**src/rtl/pwm_bank_pkg.sv**
```systemverilog
package pwm_bank_pkg;
  localparam int PS_W   = 2;
  localparam int PSC_W  = (1 << PS_W) - 1;
  localparam int LO_W   = 5;

  typedef struct packed {
    logic            res5;
    logic [PS_W-1:0] psel;
  } chan_cfg_t;

  localparam int CFG_W = $bits(chan_cfg_t);

  typedef enum logic [1:0] {
    SEL_DATA = 2'd0,
    SEL_CFG  = 2'd1,
    SEL_EN   = 2'd2,
    SEL_NONE = 2'd3
  } reg_sel_e;
endpackage

```
**src/rtl/pwm_bank_regs.sv**
```systemverilog
module pwm_bank_regs
  import pwm_bank_pkg::*;
#(
  parameter int NCH = 8,
  parameter int DW  = 8,
  parameter int AW  = 5
) (
  input  logic                     clk,
  input  logic                     rst_ns,
  input  logic                     wr_en,
  input  logic [AW-1:0]            addr,
  input  logic [DW-1:0]            wdata,
  output logic [DW-1:0]            rdata,
  output logic [NCH-1:0][DW-1:0]   data_q,
  output chan_cfg_t [NCH-1:0]      cfg_q,
  output logic [NCH-1:0]           en_q
);
  localparam int CH_AW = AW - 2;

  reg_sel_e              sel;
  logic [CH_AW-1:0]      idx;
  logic [NCH-1:0][DW-1:0] data_n;
  chan_cfg_t [NCH-1:0]   cfg_n;
  logic [NCH-1:0]        en_n;

  assign sel = reg_sel_e'(addr[AW-1 -: 2]);
  assign idx = addr[CH_AW-1:0];

  always_comb begin
    data_n = data_q;
    cfg_n  = cfg_q;
    en_n   = en_q;
    if (wr_en) begin
      case (sel)
        SEL_DATA: data_n[idx] = wdata;
        SEL_CFG:  cfg_n[idx]  = chan_cfg_t'(wdata[CFG_W-1:0]);
        SEL_EN:   if (idx == '0) en_n = wdata[NCH-1:0];
        default:  ;
      endcase
    end
  end

  always_ff @(posedge clk or negedge rst_ns) begin
    if (!rst_ns) begin
      data_q <= '0;
      cfg_q  <= '0;
      en_q   <= '0;
    end else begin
      data_q <= data_n;
      cfg_q  <= cfg_n;
      en_q   <= en_n;
    end
  end

  always_comb begin
    rdata = '0;
    case (sel)
      SEL_DATA: rdata = data_q[idx];
      SEL_CFG:  rdata[CFG_W-1:0] = cfg_q[idx];
      SEL_EN:   if (idx == '0) rdata[NCH-1:0] = en_q;
      default:  rdata = '0;
    endcase
  end
endmodule

```
**src/rtl/pwm_bank_chan.sv**
```systemverilog
module pwm_bank_chan
  import pwm_bank_pkg::*;
#(
  parameter int DW = 8
) (
  input  logic          clk,
  input  logic          rst_ns,
  input  logic          en,
  input  chan_cfg_t     cfg,
  input  logic [DW-1:0] duty,
  input  logic          latch,
  output logic          pin,
  output logic [DW-1:0] cnt_o,
  output logic [DW-1:0] act_o,
  output logic          tick_o,
  output logic          bnd_o
);
  logic [PSC_W-1:0] psc_q, psc_n, psc_lim;
  logic [DW-1:0]    cnt_q, cnt_n;
  logic [DW-1:0]    act_q, act_n;
  logic [DW-1:0]    mval;
  logic             tick, last, bnd;

  always_comb begin
    psc_lim = ~({PSC_W{1'b1}} << cfg.psel);
    tick    = en && (psc_q == psc_lim);
    last    = cfg.res5 ? (cnt_q[LO_W-1:0] == '1) : (cnt_q == '1);
    bnd     = tick && last;
    if (!en) begin
      psc_n = '0;
      cnt_n = '0;
      act_n = duty;
    end else begin
      psc_n = tick ? '0 : psc_q + 1'b1;
      cnt_n = tick ? (last ? '0 : cnt_q + 1'b1) : cnt_q;
      act_n = bnd ? duty : act_q;
    end
  end

  always_ff @(posedge clk or negedge rst_ns) begin
    if (!rst_ns) begin
      psc_q <= '0;
      cnt_q <= '0;
      act_q <= '0;
    end else begin
      psc_q <= psc_n;
      cnt_q <= cnt_n;
      act_q <= act_n;
    end
  end

  always_comb begin
    mval = cfg.res5 ? DW'(act_q[LO_W-1:0]) : act_q;
    pin  = en ? (cnt_q < mval) : latch;
  end

  assign cnt_o  = cnt_q;
  assign act_o  = act_q;
  assign tick_o = tick;
  assign bnd_o  = bnd;
endmodule

```
**src/rtl/pwm_bank.sv**
```systemverilog
module pwm_bank
  import pwm_bank_pkg::*;
#(
  parameter int NCH = 8,
  parameter int DW  = 8,
  parameter int AW  = $clog2(NCH) + 2
) (
  input  logic           clk,
  input  logic           rst_n,
  input  logic           wr_en,
  input  logic [AW-1:0]  addr,
  input  logic [DW-1:0]  wdata,
  output logic [DW-1:0]  rdata,
  input  logic [NCH-1:0] port_latch,
  output logic [NCH-1:0] pwm_pin
);
  logic [1:0]             rs_q;
  logic                   rst_ns;
  logic [NCH-1:0][DW-1:0] data_q;
  chan_cfg_t [NCH-1:0]    cfg_q;
  logic [NCH-1:0]         en_q;
  logic [NCH-1:0]         ch_res5;
  logic [NCH-1:0][DW-1:0] ch_cnt;
  logic [NCH-1:0][DW-1:0] ch_act;
  logic [NCH-1:0]         ch_tick;
  logic [NCH-1:0]         ch_bnd;

  always_ff @(posedge clk or negedge rst_n) begin
    if (!rst_n) rs_q <= '0;
    else        rs_q <= {rs_q[0], 1'b1};
  end
  assign rst_ns = rs_q[1];

  pwm_bank_regs #(.NCH(NCH), .DW(DW), .AW(AW)) u_regs (
    .clk    (clk),
    .rst_ns (rst_ns),
    .wr_en  (wr_en),
    .addr   (addr),
    .wdata  (wdata),
    .rdata  (rdata),
    .data_q (data_q),
    .cfg_q  (cfg_q),
    .en_q   (en_q)
  );

  for (genvar i = 0; i < NCH; i++) begin : g_ch
    assign ch_res5[i] = cfg_q[i].res5;
    pwm_bank_chan #(.DW(DW)) u_chan (
      .clk    (clk),
      .rst_ns (rst_ns),
      .en     (en_q[i]),
      .cfg    (cfg_q[i]),
      .duty   (data_q[i]),
      .latch  (port_latch[i]),
      .pin    (pwm_pin[i]),
      .cnt_o  (ch_cnt[i]),
      .act_o  (ch_act[i]),
      .tick_o (ch_tick[i]),
      .bnd_o  (ch_bnd[i])
    );
  end
endmodule

```
**config.mk**
```make
export PLATFORM = sky130hd
export DESIGN_NAME = pwm_bank
export DESIGN_NICKNAME = d
export VERILOG_FILES = /design/src/rtl/pwm_bank_pkg.sv /design/src/rtl/pwm_bank_regs.sv /design/src/rtl/pwm_bank_chan.sv /design/src/rtl/pwm_bank.sv
export SDC_FILE = /design/constraint.sdc
export NUM_CORES = 1
export LEC_CHECK = 0
export ABC_AREA = 0
export BUFFER_PORTS_ARGS = -buffer_cell sky130_fd_sc_hd__buf_2
export CAP_MARGIN = 30
export CORE_AREA = 2 2 249 128
export DETAILED_ROUTE_END_ITERATION = 6
export DIE_AREA = 0 0 251 130
export MAX_ROUTING_LAYER = met4
export PLACE_DENSITY_LB_ADDON = 0.15
export SYNTH_ARGS = -nofsm -noshare
export SYNTH_HDL_FRONTEND = slang
export SYNTH_SLANG_ARGS = --single-unit
```
**constraint.sdc**
```tcl
create_clock -name clk -period 8 [get_ports clk]
set_clock_uncertainty 0.05 [all_clocks]
set_input_delay 1.2 -clock clk [delete_from_list [all_inputs] [get_ports clk]]
set_output_delay 1.2 -clock clk [all_outputs]
set_load 0.05 [all_outputs]
```
==> flow_summary.ini, run 1 <==
[sta]
slew-limit-headroom = 0.365
holdWs_ps = 299
setup_viol = 0
period_needed_ps = 4550
slew_viol_final = 0
finalHoldViolations = 0
final.setup.tns_ps = 0
fin_crit_sh = 0.568
rsz0062_at_grt = false
tightest_slew_ps = 950
fmax_mhz = 220

[clocking]
cts_max_level = 1
path_clk_slew_ps = 70
postCtsHoldBufs = 0
post-cts-setup-buffers = 0
cts-buffers-inserted = 25
clock_path_buffers = 3
cts_tree = done
clk_latency_ps = 550
numClockSinks = 250
post_cts_resized = 0
cts-root-buf = clkbuf_16

[global_route]
gr-total-overflow = 0
grtUsageMet2 = 0.290
met1_usage = 0.364
first_global_vias = 9079
grt_max_degree = 71
grt_use_met3 = 0.0493
busiest_layer = met1
grt_use_total = 0.227
grt_pass1_wl_mm = 55.5
antenna_found_initial = 0

[route]
dr_total_vias = 9665
viasPerCell = 5.78
drt-total-wl_mm = 34.9
detail-route-antenna-nets = 0
post_drt_wl_per_cell_um = 20.9
drtPass1Iterations = 5
remaining_drc_errors = 0
drtIter0Drc = 760

[synthesis]
async_reset_ff_frac = 1.00
syn_avg_cell_area_um2 = 11.1
yosys-top-cells-area = dfrtp_1 (46%), mux2_2 (14%), ha_1 (7.4%), nand2_1 (2.5%), nand2b_1 (2.2%)
synth_warnings = 0
synth_edf_count = 0
synth_cell_types = 70
syn_nets = 1318
synth_top_area_share = 0.463
synth_top_cell_by_area = dfrtp_1
synth-seq-cells = 250
ys.flop_type = dfrtp_1
synthCells = 1214
netlist_area_um2 = 13500
ys_seq_area_frac = 0.463

[final_layout]
nNetsFinal = 1349
nFillCells = 2773
register_area_um2 = 6260
final_common_cell = dfrtp_1
most-common-layout-cells = dfrtp_1 (249), mux2_2 (164), nand2_1 (89)
design_area_um2 = 15000
area_delta_synth_final_pct = 10.8
multiInputGateArea_um2 = 6900
drive_above_1_share = 0.223
postLayoutCoreUtil = 0.486
diodes = 0

[critical_path]
critical_path.endpoint_type = output port
r2r-end = g_ch[3].u_chan.act_o[4]
criticalPathCategory = in2out
arrival_ps = 3300
r2r_setup_slack_ps = 5380
r2r_start = g_ch[3].u_chan.cnt_o[0]
rr_worst_depth = 7
path_max_fanout = 30
cp.required_ps = 6750
cp-start-kind = input pin

[die]
rows = 46
die_h_um = 130
io-pin-count = 40
coreArea_um2 = 30800
fp.dieArea_um2 = 32600
initial_core_util = 0.438
die_w_um = 251

[power]
ir_drop_uv = 149
p_leak_nw = 6.93
powerDensity_nw_per_um2 = 274
finalPower_mw = 4.11

[outcome]
status = complete, no violations

[job]
maxCapViolCount = 0

[worst_hold_path]
hold_path.class = reg2reg
hold_start = rs_q[0]
hold_path_depth = 0
worst_hold_path.endpoint = rs_q[1]

[placed_design]
hpwl_mm = 25.5
placed_area_um2 = 14100
portBuffers = 39
gp_congestion = 0.926
## power by group
part	internal, mW	switching (mW)	total, mW
registers	1.51	0.302	1.81
logic	0.477	0.499	0.976
clock network	0.792	0.525	1.32
## cells in the mapped netlist, types with 8 or more instances
library cell and n:
dfrtp_1 250, mux2i_1 16, a21o_1 10, mux2_2 164, a21boi_0 11, nor2_1 55, a211oi_1 9, nand4_1 17
ha_1 80, o22ai_1 10, a22o_1 11, o211ai_1 11, nand2b_1 47, o31ai_1 18, o21ai_0 57, a21oi_1 28
nand3_1 32, nor2b_1 13, o41ai_1 10, inv_1 45, and3_1 21, or4_1 9, nand2_1 89, nor3_1 17
xor2_1 8, clkbuf_1 20, and2_1 19, buf_4 8
## final cells by class
| type | instances | share of cell area |
|---|---|---|
| clock buffers | 33 | 0.0478 |
| clock inverters | 13 | 0.0132 |
| inverters | 45 | 0.0113 |
| multi-input cells | 880 | 0.461 |
| flip-flops and latches | 250 | 0.418 |
| well taps | 408 | 0.0341 |
| repair buffers | 43 | 0.0150 |
## registers in the layout (all words and copies together) (netlist names)
signal and flops:
g_ch.u_chan.cnt_o 64, g_ch.u_chan.act_o 64, g_ch.u_chan.psc_q 24, u_regs.en_q 8
u_regs.cfg_q 24, rs_q 2, u_regs.data_q 64
## metrics by stage
stage / worst slack, ps / cells
finish: 3450 / 1672
detailed placement: 3440 / 1626
global placement: 3520 / 1626
floorplan: 467 / 1214
global route: 3350 / 1672
CTS: 3440 / 1672
## routing by layer
layer,part of all wire,vias up
li1,-,4551
met1,0.54,4869
met2,0.39,211
met3,0.063,34
met4,0.012,0
met5,0,-
## cells by family after synthesis
| family | after synthesis | synth area share |
|---|---|---|
| compound gates | 226 | 0.117 |
| xor+xnor | 14 | 0.00907 |
| fa+ha+maj | 80 | 0.0740 |
| buf+inv | 84 | 0.0267 |
| flops | 250 | 0.463 |
| mux | 186 | 0.158 |
| other cells | 1 | 0.000277 |
| simple gates | 373 | 0.152 |
## worst max-delay path, cell delays in order
cell      delay (ps)
buf_2            520
nor2b_1          410
a22oi_1          200
a21oi_1          190
nor3_1            60
a221oi_1         340
buf_2            340
## worst max-delay path by stage
stage | startpoint | slack (ps) | depth (start not counted) | to
6_report | addr[1] | 3450 | 7 | rdata[2]
5_1_grt | addr[1] | 3350 | 7 | rdata[2]
4_1_cts | addr[1] | 3440 | 7 | rdata[2]
3_5_place_dp | addr[1] | 3440 | 7 | rdata[2]
3_3_place_gp | addr[1] | 3520 | 7 | rdata[2]
2_1_floorplan | rs_q[1] | 470 | 0 | g_ch[0].u_chan.act_o[0]
(Power assumes the default switching activity.)
==> inputs of run 2 (changes only) <==
==> constraint.sdc (replaced) <==
create_clock -name clk -period 4.5 [get_ports clk]
set_clock_uncertainty 0.05 [all_clocks]
set_input_delay 0.675 -clock clk [delete_from_list [all_inputs] [get_ports clk]]
set_output_delay 0.675 -clock clk [all_outputs]
set_load 0.05 [all_outputs]
==> run 2 against run 1 <==
Critical endpoint unchanged. First-iteration DRC count is 7.2% lower. Flip-flop and latch count stayed put. Wire length is 0.19% lower. Register-to-register slack worse by 3500 ps. Largest cell class unchanged. Die area stayed put.
==> flow_summary.ini, run 2 (synthesized netlist as in run 1, its figures left out) <==
[global_route]
antenna_found_initial = 1
first_global_vias = 9087
gr-total-overflow = 0
grt_max_degree = 118
grt_use_total = 0.224
grt_pass1_wl_mm = 54.9

[critical_path]
cp-start-kind = input pin
path_cells = buf_2 -> nor2b_1 -> a22oi_1 -> a21oi_1 -> nor3_1 -> a221oi_1 -> buf_2
path_max_fanout = 30
crit_path_max_incr_delay_ps = 530
criticalPathCategory = in2out
cpMostUsedCell = buf_2
slowest_stage = buf_2
crit_family = buffers and inverters
arrival_ps = 2830
crit_buf_inv = 2
cp.required_ps = 3770
critical_path.endpoint_type = output port

[die]
rows = 46
io-pin-count = 40
coreArea_um2 = 30800
initial_core_util = 0.438
die_w_um = 251
fp.dieArea_um2 = 32600
die_h_um = 130

[power]
powerDensity_nw_per_um2 = 480
p_leak_nw = 6.91
finalPower_mw = 7.16
ir_drop_uv = 272

[route]
drtPass1Iterations = 5
drt-total-wl_mm = 34.8
post_drt_wl_per_cell_um = 20.9
dr_total_vias = 9619
viasPerCell = 5.76
drtIter0Drc = 705
remaining_drc_errors = 0
detail-route-antenna-nets = 0

[clocking]
cts_max_level = 1
cts_tree = done
path_clk_slew_ps = 70
postCtsHoldBufs = 1
post-cts-setup-buffers = 0
clk_latency_ps = 540
cts-buffers-inserted = 24
clock_path_buffers = 3
post_cts_resized = 0
cts-root-buf = clkbuf_16
numClockSinks = 250

[placed_design]
gp_congestion = 0.913
hpwl_mm = 25.5
portBuffers = 39

[sta]
period_needed_ps = 3550
fin_crit_sh = 0.790
setup_viol = 0
tightest_slew_ps = 947
slew-limit-headroom = 0.368
rsz0062_at_grt = false
fmax_mhz = 281
slew_viol_final = 0
final.setup.tns_ps = 0
finalHoldViolations = 0

[final_layout]
nFillCells = 2796
most-common-layout-cells = dfrtp_1 (249), mux2_2 (164), nand2_1 (89)
nNetsFinal = 1349
drive_above_1_share = 0.219
final_common_cell = dfrtp_1
area_delta_synth_final_pct = 10.5

[job]
maxCapViolCount = 0

[outcome]
status = complete, no violations

[worst_hold_path]
hold_path.class = reg2async
-- run 2: layout make-up --
| cell class | count | area, µm² | area share |
|---|---|---|---|
| flip-flops and latches | 250 | 6260 | 0.419 |
| well taps | 408 | 510 | 0.0342 |
| multi-input cells | 880 | 6900 | 0.462 |
| inverters | 45 | 169 | 0.0113 |
| clock buffers | 32 | 682 | 0.0456 |
| diodes | 1 | 2.50 | 0.000168 |
| repair buffers | 44 | 248 | 0.0166 |
| clock inverters | 11 | 163 | 0.0109 |
-- run 2: stage by stage --
step                instances   util  area [µm²]  hold WS, ps  worst slack, ps
floorplan                1214      -       13500          281              347
global placement         1626  0.456       14100          287             1130
detailed placement       1626  0.456       14100          293             1000
CTS                      1670  0.484       14900          304              981
global route             1671  0.484       14900          309              833
finish                   1671  0.484       14900          287              946
-- run 2: path summary, 6_finish.rpt --
path	start	to	slack, ps	cells past startpoint
worst max register to register	g_ch[3].u_chan.cnt_o[0]	g_ch[3].u_chan.act_o[2]	1890	7
worst min-delay path	rs_q[1]	g_ch[4].u_chan.cnt_o[6]	290	0
worst min register to register	rs_q[1]	g_ch[4].u_chan.cnt_o[6]	290	0
max in group asynchronous	rs_q[1]	g_ch[5].u_chan.act_o[0]	3020	1
min in group clk	rs_q[0]	rs_q[1]	290	0
worst max-delay path	addr[1]	rdata[2]	950	7
-- run 2: where the power goes --
group	total [mW]	switching [mW]	internal, mW
logic	1.75	0.895	0.852
clock network	2.20	0.904	1.30
registers	3.22	0.528	2.69
-- run 2: routing by layer --
layer  up-vias  GRT usage  share of wire
met1      4808      0.350           0.53
met2       204      0.290           0.39
li1       4573          -              -
met3        34     0.0577          0.070
met4         0     0.0308          0.011
met5         -          -              0
-- run 2: worst register-to-register path, cell delays in order, from the launching register on --
cell and delay (ps):
dfrtp_1 420, ha_1 280, and3_1 170, ha_1 170, a21boi_0 310, o21ai_0 280, nand2b_1 420, mux2_2 400
==> inputs of run 3 (changes only) <==
--- a/config.mk
+++ b/config.mk
@@ -5,12 +5,12 @@
 export SDC_FILE = /design/constraint.sdc
 export NUM_CORES = 1
 export LEC_CHECK = 0
-export ABC_AREA = 0
+export ABC_AREA = 1
 export BUFFER_PORTS_ARGS = -buffer_cell sky130_fd_sc_hd__buf_2
 export CAP_MARGIN = 30
-export CORE_AREA = 2 2 249 128
+export CORE_AREA = 2 2 255 131
 export DETAILED_ROUTE_END_ITERATION = 6
-export DIE_AREA = 0 0 251 130
+export DIE_AREA = 0 0 257 133
 export MAX_ROUTING_LAYER = met4
 export PLACE_DENSITY_LB_ADDON = 0.15
 export SYNTH_ARGS = -nofsm -noshare
==> constraint.sdc (replaced) <==
create_clock -name clk -period 3.14 [get_ports clk]
set_clock_uncertainty 0.05 [all_clocks]
set_input_delay 0.471 -clock clk [delete_from_list [all_inputs] [get_ports clk]]
set_output_delay 0.471 -clock clk [all_outputs]
set_load 0.05 [all_outputs]
==> run 3 against run 2 <==
Power up 41%. Flip-flop and latch count unchanged. Combinational power up 33%. Non-clock buffer count up 8. Wire length up 11%. Sequential share of layout area down 2.3 points. Clock power up 53%.
==> flow_summary.ini, run 3 <==
[outcome]
status = complete, no violations

[final_layout]
register_area_um2 = 6260
multiInputGateArea_um2 = 7110
nFillCells = 3205
drive_above_1_share = 0.0587
diodes = 0
final_common_cell = nand2_1
nNetsFinal = 2114
final_cells = 2469
area_delta_synth_final_pct = 10.6
most-common-layout-cells = nand2_1 (884), dfrtp_1 (249), nand3_1 (204)

[placed_design]
gp_congestion = 0.968
pre_cts_slack_ps = 521
portBuffers = 39
hpwl_mm = 28.2
dp.cells = 2423

[route]
drtIter0Drc = 1358
drtPass1Iterations = 5
remaining_drc_errors = 0
detail-route-antenna-nets = 0
dr_total_vias = 12492
post_drt_wl_per_cell_um = 15.7
viasPerCell = 5.06
drt-total-wl_mm = 38.6

[die]
die_h_um = 133
rows = 47
io-pin-count = 40
initial_core_util = 0.442
die_w_um = 257
coreArea_um2 = 32300
fp.dieArea_um2 = 34200

[synthesis]
synth_compound_area_frac = 0.0505
syn_nets = 2094
synth_top_family_by_area = simple AND/OR/NAND/NOR gates
synth_fa_ha_area_frac = 0.0701
syn_avg_cell_area_um2 = 7.17
async_reset_ff_frac = 1.00
synth_top_area_share = 0.438
netlist_area_um2 = 14300
synth_top_cell_by_area = dfrtp_1
ys_seq_area_frac = 0.438
synth-seq-cells = 250
synth.most_common_cell = nand2_1
synth_cell_types = 29
yosys-top-cells-count = nand2_1 (884), dfrtp_1 (250), nand3_1 (204)
muxShareOfSynthArea = 0
synthSimpleGateAreaFrac = 0.360
synth_warnings = 0
synthCells = 1990
ys.flop_type = dfrtp_1
synth_xor_area_frac = 0.0172
synth_edf_count = 0
yosys-top-cells-area = dfrtp_1 (44%), nand2_1 (23%), nand3_1 (7.2%), ha_1 (7.0%), inv_1 (4.3%)

[clocking]
cts-root-buf = clkbuf_16
cts_max_level = 1
cts-buffers-inserted = 25
numClockSinks = 250
post_cts_resized = 0
path_clk_slew_ps = 60
clock_path_buffers = 3
clk_latency_ps = 540
cts_tree = done

[sta]
slew_viol_final = 0
fin_crit_sh = 0.886
holdWs_ps = 139
slew-limit-headroom = 0.478
layout_setup_ws_ps = 358
setup_viol = 0
fmax_mhz = 359
tightest_slew_ps = 782
finalHoldViolations = 0
final.setup.tns_ps = 0
rsz0062_at_grt = false
period_needed_ps = 2780

[power]
ir_drop_uv = 391
p_leak_nw = 8.54
p_int_mw = 6.55
power.clock.fraction = 0.332
swShare = 0.353
p_comb_frac = 0.230
power.switching_mw = 3.57
powerDensity_nw_per_um2 = 641
pwr-share-seq = 0.439

[global_route]
grt_max_degree = 69
grt_pass1_wl_mm = 63.5
gr-total-overflow = 0
antenna_found_initial = 0
grt_use_total = 0.239
first_global_vias = 11481

[critical_path]
cp-start-kind = register
arrival_ps = 2260
criticalPathCategory = reg2out
cp.required_ps = 2620
path_max_fanout = 5
critical_path.endpoint_type = output port

[worst_hold_path]
hold_path.class = in2reg

[job]
maxCapViolCount = 0
-- run 3: power by group through the flow --
stage	logic (mW)	clock network (mW)	registers, mW
2_1_floorplan	1.84	0	4.20
3_3_place_gp	2.25	0	4.47
3_5_place_dp	2.33	0	4.47
4_1_cts	2.34	3.43	4.42
5_1_grt	2.74	3.56	4.50
6_report	2.33	3.36	4.44
-- run 3: metrics by stage --
stage	area (µm²)	power, mW	util
finish	15800	10.1	0.489
global route	15800	10.8	0.489
CTS	15800	10.2	0.489
detailed placement	14900	6.80	0.461
global placement	14900	6.72	0.461
floorplan	14300	6.04	-
-- run 3: logic make-up after synthesis --
kind of cell	after synthesis
flops	250
fa+ha+maj	80
simple gates	1270
compound gates	137
xor+xnor	28
buf+inv	224
other cells	1
-- run 3: worst paths after layout --
kind | endpoint | from | slack [ps] | cells after the start
worst max-delay path | pwm_pin[3] | u_regs.cfg_q[11] | 360 | 8
worst min-delay path | u_regs.cfg_q[15] | wdata[0] | 140 | 3
worst max register to register | g_ch[6].u_chan.act_o[6] | g_ch[6].u_chan.cnt_o[0] | 990 | 9
worst min register to register | u_regs.cfg_q[16] | rs_q[1] | 160 | 0
min in group asynchronous | u_regs.cfg_q[16] | rs_q[1] | 160 | 0
max in group asynchronous | g_ch[3].u_chan.cnt_o[7] | rs_q[1] | 1990 | 1
-- run 3: repair_timing --
item	4_1_cts	5_1_grt
hold buffers	1	0
endpoints found under the hold margin	2	0
buffers inserted	0	0
-- run 3: layout make-up --
type / count / share of cell area
inverter: 165 / 0.0393
timing repair buffer: 52 / 0.0211
multi-input combinational: 1516 / 0.450
clock buffer: 32 / 0.0451
tap: 441 / 0.0349
clock inverter: 13 / 0.0128
sequential: 250 / 0.396
-- run 3: worst max-delay path: stages, from the launching register on --
cell,delay (ps)
dfrtp_1,450
inv_1,160
nand2_1,80
ha_1,290
a21oi_1,150
o21a_1,130
nand3_1,120
nand2_1,100
buf_2,260
-- run 3: per-layer routing --
| layer | global-route usage | wire [µm] |
|---|---|---|
| met4 | 0.0310 | 446 |
| met1 | 0.379 | 20300 |
| met3 | 0.0513 | 2940 |
| met5 | - | 0 |
| met2 | 0.311 | 14900 |
